### config.mk
export PLATFORM = sky130hd
export DESIGN_NAME = dtt_discard_timer
export DESIGN_NICKNAME = d
export VERILOG_FILES = /design/src/rtl/dtt_pkg.sv /design/src/rtl/dtt_cfg_regs.sv /design/src/rtl/dtt_side_timer.sv /design/src/rtl/dtt_err_status.sv /design/src/rtl/dtt_discard_timer.sv
export SDC_FILE = /design/constraint.sdc
export NUM_CORES = 1
export LEC_CHECK = 0
export CAP_MARGIN = 20
export CORE_MARGIN = 2
export CORE_UTILIZATION = 45
export CTS_BUF_LIST = sky130_fd_sc_hd__clkbuf_4
export DETAILED_ROUTE_END_ITERATION = 12
export DONT_BUFFER_PORTS = 1
export PLACE_DENSITY = 0.65
export SYNTH_ARGS = -nofsm -noshare
export SYNTH_HDL_FRONTEND = slang
export SYNTH_SLANG_ARGS = --single-unit
export TNS_END_PERCENT = 10
### constraint.sdc
create_clock -name clk -period 5.02 [get_ports clk]
set_input_delay 0.753 -clock clk [delete_from_list [all_inputs] [get_ports clk]]
set_output_delay 0.753 -clock clk [all_outputs]
set_load 0.02 [all_outputs]
### src/rtl/dtt_pkg.sv
package dtt_pkg;

    typedef enum logic {
        T_IDLE  = 1'b0,
        T_COUNT = 1'b1
    } tmr_state_t;

    typedef struct packed {
        logic serr_to_en;
        logic flag_clr;
        logic sel_sec;
        logic sel_pri;
    } cfg_word_t;

    localparam int NUM_SIDES = 2;

    function automatic logic [31:0] mask_of(input int unsigned e);
        return (32'd1 << e) - 32'd1;
    endfunction

endpackage

### src/rtl/dtt_cfg_regs.sv
module dtt_cfg_regs
    import dtt_pkg::*;
(
    input  logic                 clk,
    input  logic                 rst,
    input  logic                 wr_en,
    input  cfg_word_t            wr_data,
    output logic [NUM_SIDES-1:0] sel_short,
    output logic                 serr_to_en,
    output logic                 clr_req
);
    always_ff @(posedge clk) begin
        if (rst) begin
            sel_short  <= '0;
            serr_to_en <= 1'b0;
        end else if (wr_en) begin
            sel_short  <= {wr_data.sel_sec, wr_data.sel_pri};
            serr_to_en <= wr_data.serr_to_en;
        end
    end

    assign clr_req = wr_en & wr_data.flag_clr;

    // configuration is zero after reset
    assert_cfg_reset_R1: assert property (@(posedge clk)
        rst |=> (sel_short == '0 && !serr_to_en));

endmodule

### src/rtl/dtt_side_timer.sv
module dtt_side_timer
    import dtt_pkg::*;
#(
    parameter int unsigned LONG_EXP  = 15,
    parameter int unsigned SHORT_EXP = 10
) (
    input  logic clk,
    input  logic rst,
    input  logic head_valid,
    input  logic retry_seen,
    input  logic sel_short,
    output logic discard
);
    localparam int unsigned CNT_W = LONG_EXP;

    tmr_state_t       state;
    logic [CNT_W-1:0] cnt;
    logic [CNT_W-1:0] last;

    assign last = sel_short ? CNT_W'(mask_of(SHORT_EXP)) : CNT_W'(mask_of(LONG_EXP));

    always_ff @(posedge clk) begin
        if (rst) begin
            state   <= T_IDLE;
            cnt     <= '0;
            discard <= 1'b0;
        end else begin
            discard <= 1'b0;
            case (state)
                T_IDLE: begin
                    if (head_valid) begin
                        state <= T_COUNT;
                        cnt   <= '0;
                    end
                end
                T_COUNT: begin
                    if (!head_valid || retry_seen) begin
                        state <= T_IDLE;
                    end else if (cnt >= last) begin
                        discard <= 1'b1;
                        state   <= T_IDLE;
                    end else begin
                        cnt <= cnt + 1'b1;
                    end
                end
                default: state <= T_IDLE;
            endcase
        end
    end

    assert_one_cycle_R6: assert property (@(posedge clk) disable iff (rst)
        discard |=> !discard);

    assert_retry_cancel_R4: assert property (@(posedge clk) disable iff (rst)
        retry_seen |=> !discard);

    assert_flush_R5: assert property (@(posedge clk) disable iff (rst)
        !head_valid |=> !discard);

endmodule

### src/rtl/dtt_err_status.sv
module dtt_err_status (
    input  logic clk,
    input  logic rst,
    input  logic set_evt,
    input  logic clr_req,
    output logic flag
);
    always_ff @(posedge clk) begin
        if (rst)
            flag <= 1'b0;
        else if (set_evt)
            flag <= 1'b1;
        else if (clr_req)
            flag <= 1'b0;
    end

    assert_sets_R8: assert property (@(posedge clk) disable iff (rst)
        set_evt |=> flag);

    assert_sticky_R8: assert property (@(posedge clk) disable iff (rst)
        (flag && !clr_req) |=> flag);

    assert_clear_R9: assert property (@(posedge clk) disable iff (rst)
        (clr_req && !set_evt) |=> !flag);

endmodule

### src/rtl/dtt_discard_timer.sv
module dtt_discard_timer
    import dtt_pkg::*;
#(
    parameter int unsigned LONG_EXP  = 15,
    parameter int unsigned SHORT_EXP = 10
) (
    input  logic       clk,
    input  logic       rst,
    input  logic       pri_head_valid,
    input  logic       pri_retry,
    input  logic       sec_head_valid,
    input  logic       sec_retry,
    input  logic       cfg_wr_en,
    input  logic [3:0] cfg_wr_data,
    input  logic       serr_global_en,
    output logic       pri_discard,
    output logic       sec_discard,
    output logic       to_status,
    output logic       serr_req
);
    logic [NUM_SIDES-1:0] hv, rt, sel_short, disc;
    logic                 serr_to_en;
    logic                 clr_req;
    cfg_word_t            cfg_word;

    assign hv       = {sec_head_valid, pri_head_valid};
    assign rt       = {sec_retry, pri_retry};
    assign cfg_word = cfg_word_t'(cfg_wr_data);

    dtt_cfg_regs u_cfg (
        .clk        (clk),
        .rst        (rst),
        .wr_en      (cfg_wr_en),
        .wr_data    (cfg_word),
        .sel_short  (sel_short),
        .serr_to_en (serr_to_en),
        .clr_req    (clr_req)
    );

    for (genvar s = 0; s < NUM_SIDES; s++) begin : g_side
        dtt_side_timer #(
            .LONG_EXP  (LONG_EXP),
            .SHORT_EXP (SHORT_EXP)
        ) u_tmr (
            .clk        (clk),
            .rst        (rst),
            .head_valid (hv[s]),
            .retry_seen (rt[s]),
            .sel_short  (sel_short[s]),
            .discard    (disc[s])
        );
    end

    dtt_err_status u_stat (
        .clk     (clk),
        .rst     (rst),
        .set_evt (|disc),
        .clr_req (clr_req),
        .flag    (to_status)
    );

    assign pri_discard = disc[0];
    assign sec_discard = disc[1];
    assign serr_req    = (|disc) & serr_to_en & serr_global_en;

    assert_serr_on_discard_R10: assert property (@(posedge clk) disable iff (rst)
        serr_req |-> (pri_discard || sec_discard) && serr_global_en);

    assert_serr_flags_R8: assert property (@(posedge clk) disable iff (rst)
        serr_req |=> to_status);

endmodule

==> impl_summary.md <==
Pwr
The maximum vdd ir drop is 0.08544 mV. The total chip power is 0.6057 mW. The analysis attributes to cell leakage a power of 0.8662 nW. The ratio of total power to cell area is 258.0 nW/um^2.

Yosys
The share of the Yosys chip area taken by registers is 0.3447. After synthesis, the cell types taking the most area are dfxtp_1 (34%), ha_1 (6.8%), nand2_1 (5.3%), a21oi_1 (4.8%), nand3_1 (4.3%). The cell taking the most area after synthesis is dfxtp_1.

Among all flip-flop cells after synthesis, the most frequent one is dfxtp_1. The fraction of registers with async set or reset after synthesis is 0. The most common cell in the synthesized netlist is dfxtp_1. The number of synthesized flops with an enable pin is 0.

The yosys synthesis warning count is 0. The mean post-synth cell area is 8.489 um^2. The share of synthesized area in the top cell type comes to 0.3447. The number of nets in the synthesized netlist is 284. The commonest cells after synthesis are dfxtp_1 (38), nand2_1 (31), a21oi_1 (21), nor2_1 (21), nand3_1 (19). Synthesis inferred 38 register bits. Synthesis produced 260 cells. After synthesis the cells add up to 2207 um^2.

The post-synthesis cell type count is 53.

Timing
Setup violations remaining at the end of the flow were counted as 0. Headroom to the max-slew limit came out at 0.5977. The minimum period implied by the final worst setup slack is 2.469 ns.

The final-report max-slew violation count is 0. The final worst-path setup slack is 2.551 ns. Of the available clock period, the critical path in the final layout requires 0.4919. Timing would allow up to 0.4050 GHz.

The transition at the pin with the smallest max-transition slack is 0.6016 ns. The worst hold margin is 0.4525 ns. The clock tree skew after final layout is 0.01202 ns.

The final total negative setup slack is 0 ns. Setup repair after global routing left no endpoint under its margin. The final hold violation count came to 0.

Global routing
In the global route stage, overall resource usage came out at 0.1840. The initial antenna violation count is 0. After global routing the overflow that remains totals 0.

The maximum number of pins on one net before global-route repair is 38. The first-pass GRT wire length is 7734 um. The number of global-route vias before repair is 1,647.

Flow run
The number of maximum-capacitance violations is 0.

Floorplan
The number of ports placed on the die boundary is 16. The floorplan step defined a die boundary enclosing 5481 um^2. In this run the core area contains 25 standard-cell rows.

The initial utilization of the core area, before any placement, comes to 0.4673. The y dimension of the die is 74.04 um. The floorplan die width is 74.04 um. In this run the standard cell core region covers 4723 um^2.

Status
The flow ran to the end, and the final reports show no timing, DRC or antenna violations.

Finish
0 antenna diodes ended up in the layout. The utilization after layout is 0.4970. The area of all placed cells without fillers is 2347 um^2. The post-layout instance count excluding filler cells is 324. The ratio of cells with drive above 1 in the final layout is 0.09728.

From synthesis to final layout, the design area changed by 6.349%. The final layout contains 280 nets.

Detailed routing
The count of antenna-violating nets left after detailed routing is 0. The detailed-route vias per instance is 5.886. The post-detailed-route DRC marker count is 0. The pre-antenna-repair detailed-routing pass consisted of 4 iterations. The wire length per cell is 14.60 um. Detailed routing inserted a total of 1,907 vias. For this block, the initial DRC count from the detailed router was 186. After detailed routing, the total wire length is 4732 um.

Clock tree
TritonCTS built the clock tree. In this run the number of H-tree levels came out at 2. The number of buffers created by CTS is 5. The later pin in the worst-skew pair is clocked with a latency of 0.35 ns. The count of instances resized after the clock tree is built is 0. Once the clock tree was built, the setup fixing pass inserted 0 buffers.

The root buffer cell is clkbuf_4. Counting along the longest clock path gives a buffer depth of 2. The clock net sink count is 38.

The register clock-pin slew on the reported worst setup and hold paths is 0.13 ns. For this design, the CTS-stage hold fixing added 0 buffers.

Worst setup path
The slack of the worst reg-to-reg path is 2.55 ns. The startpoint type of the worst setup path is a register. The data arrival time of the worst path is 2.74 ns.

The data required time of the critical path is 5.29 ns. The largest driver fanout on the critical path is 15. STA classifies the critical path endpoint as a register. The critical path class is reg -> reg.

Placed design
The post-detailed-placement half-perimeter wirelength is 3324 um. The instance area after placement is 2241 um^2. OpenSTA, run right after detailed placement, puts the worst setup slack at 2.571 ns. The number of buffers added on ports is 0.

Counting tap cells, the placed design contains a total of 316 instances. The routability congestion estimate is 0.7968.

Worst hold path
The type of the most critical hold path is in -> reg.
==> layout by cell type (no fill, tap or decap), types with 2 or more instances in the layout <==
cell type,count
nand3_1,19
nand2_1,31
a21oi_1,21
and3_1,5
mux2i_1,5
nor2b_1,3
nand3b_1,2
nor3_1,5
bufinv_16,2
inv_1,9
dfxtp_1,38
a211oi_2,2
nand2b_1,2
a311oi_1,9
a211oi_1,2
o21ai_0,9
a41oi_1,6
nor2_1,21
o211ai_1,2
o21bai_1,2
o21a_1,2
mux2_2,2
nand4_1,7
or3_1,2
ha_1,12
a31oi_1,6
a211oi_4,2
clkbuf_4,5
==> layer usage <==
layer	wire length (um)	track usage	vias up
met5	0	0	-
met2	2063	0.2688	50
met4	55	0.05657	0
met3	280	0.05285	6
met1	2333	0.2618	881
li1	-	-	970
==> cell type report <==
class	count	area (um^2)
clock buffer	5	37.54
clock inverter	3	68.82
fill	445	2376
inverter	9	33.78
multi-input combinational	202	1363
sequential	38	760.7
tap	67	83.83
==> cell families (layout without fill, tap and decap cells) <==
group                    count (synthesis)  in the layout  share of synthesized area
flip-flops                              38             38                     0.3447
adder cells (fa/ha/maj)                 12             12                    0.06803
multiplexers                             7              7                    0.03288
buffers and inverters                   20             17                    0.03798
AND/OR/NAND/NOR                        109            109                     0.2698
AO/OA/AOI/OAI                           74             74                     0.2466
==> worst max-delay path: stages, from the launching register on <==
cell and delay (ns):
dfxtp_1 0.47, ha_1 0.30, nand4_1 0.14, and4bb_4 0.26, a211oi_4 0.56, a21o_1 0.40, mux2_2 0.23, nor2_1 0.03
==> final timing paths <==
path	to	cells after the start	startpoint
setup / recovery	g_side[0].u_tmr.cnt[0]	7	u_cfg.sel_short[0]
setup reg to reg	g_side[0].u_tmr.cnt[0]	7	u_cfg.sel_short[0]
hold / removal	g_side[1].u_tmr.cnt[12]	1	rst
hold reg to reg	g_side[0].u_tmr.cnt[8]	1	g_side[0].u_tmr.cnt[8]
==> registers in the layout, summed over array words and instances (netlist names) <==
name	flops
g_side.u_tmr.cnt	30
g_side.u_tmr.state	2
g_side.u_tmr.discard	2
u_cfg.serr_to_en	1
u_cfg.sel_short	2
u_stat.flag	1
==> power breakdown <==
part	leakage, nW	switching (mW)	internal, mW
clock network	0.0554	0.112	0.156
registers	0.307	0.00588	0.304
logic	0.504	0.0172	0.0106
total	0.866	0.135	0.471
Note: power is estimated with default switching activity, not from simulation.
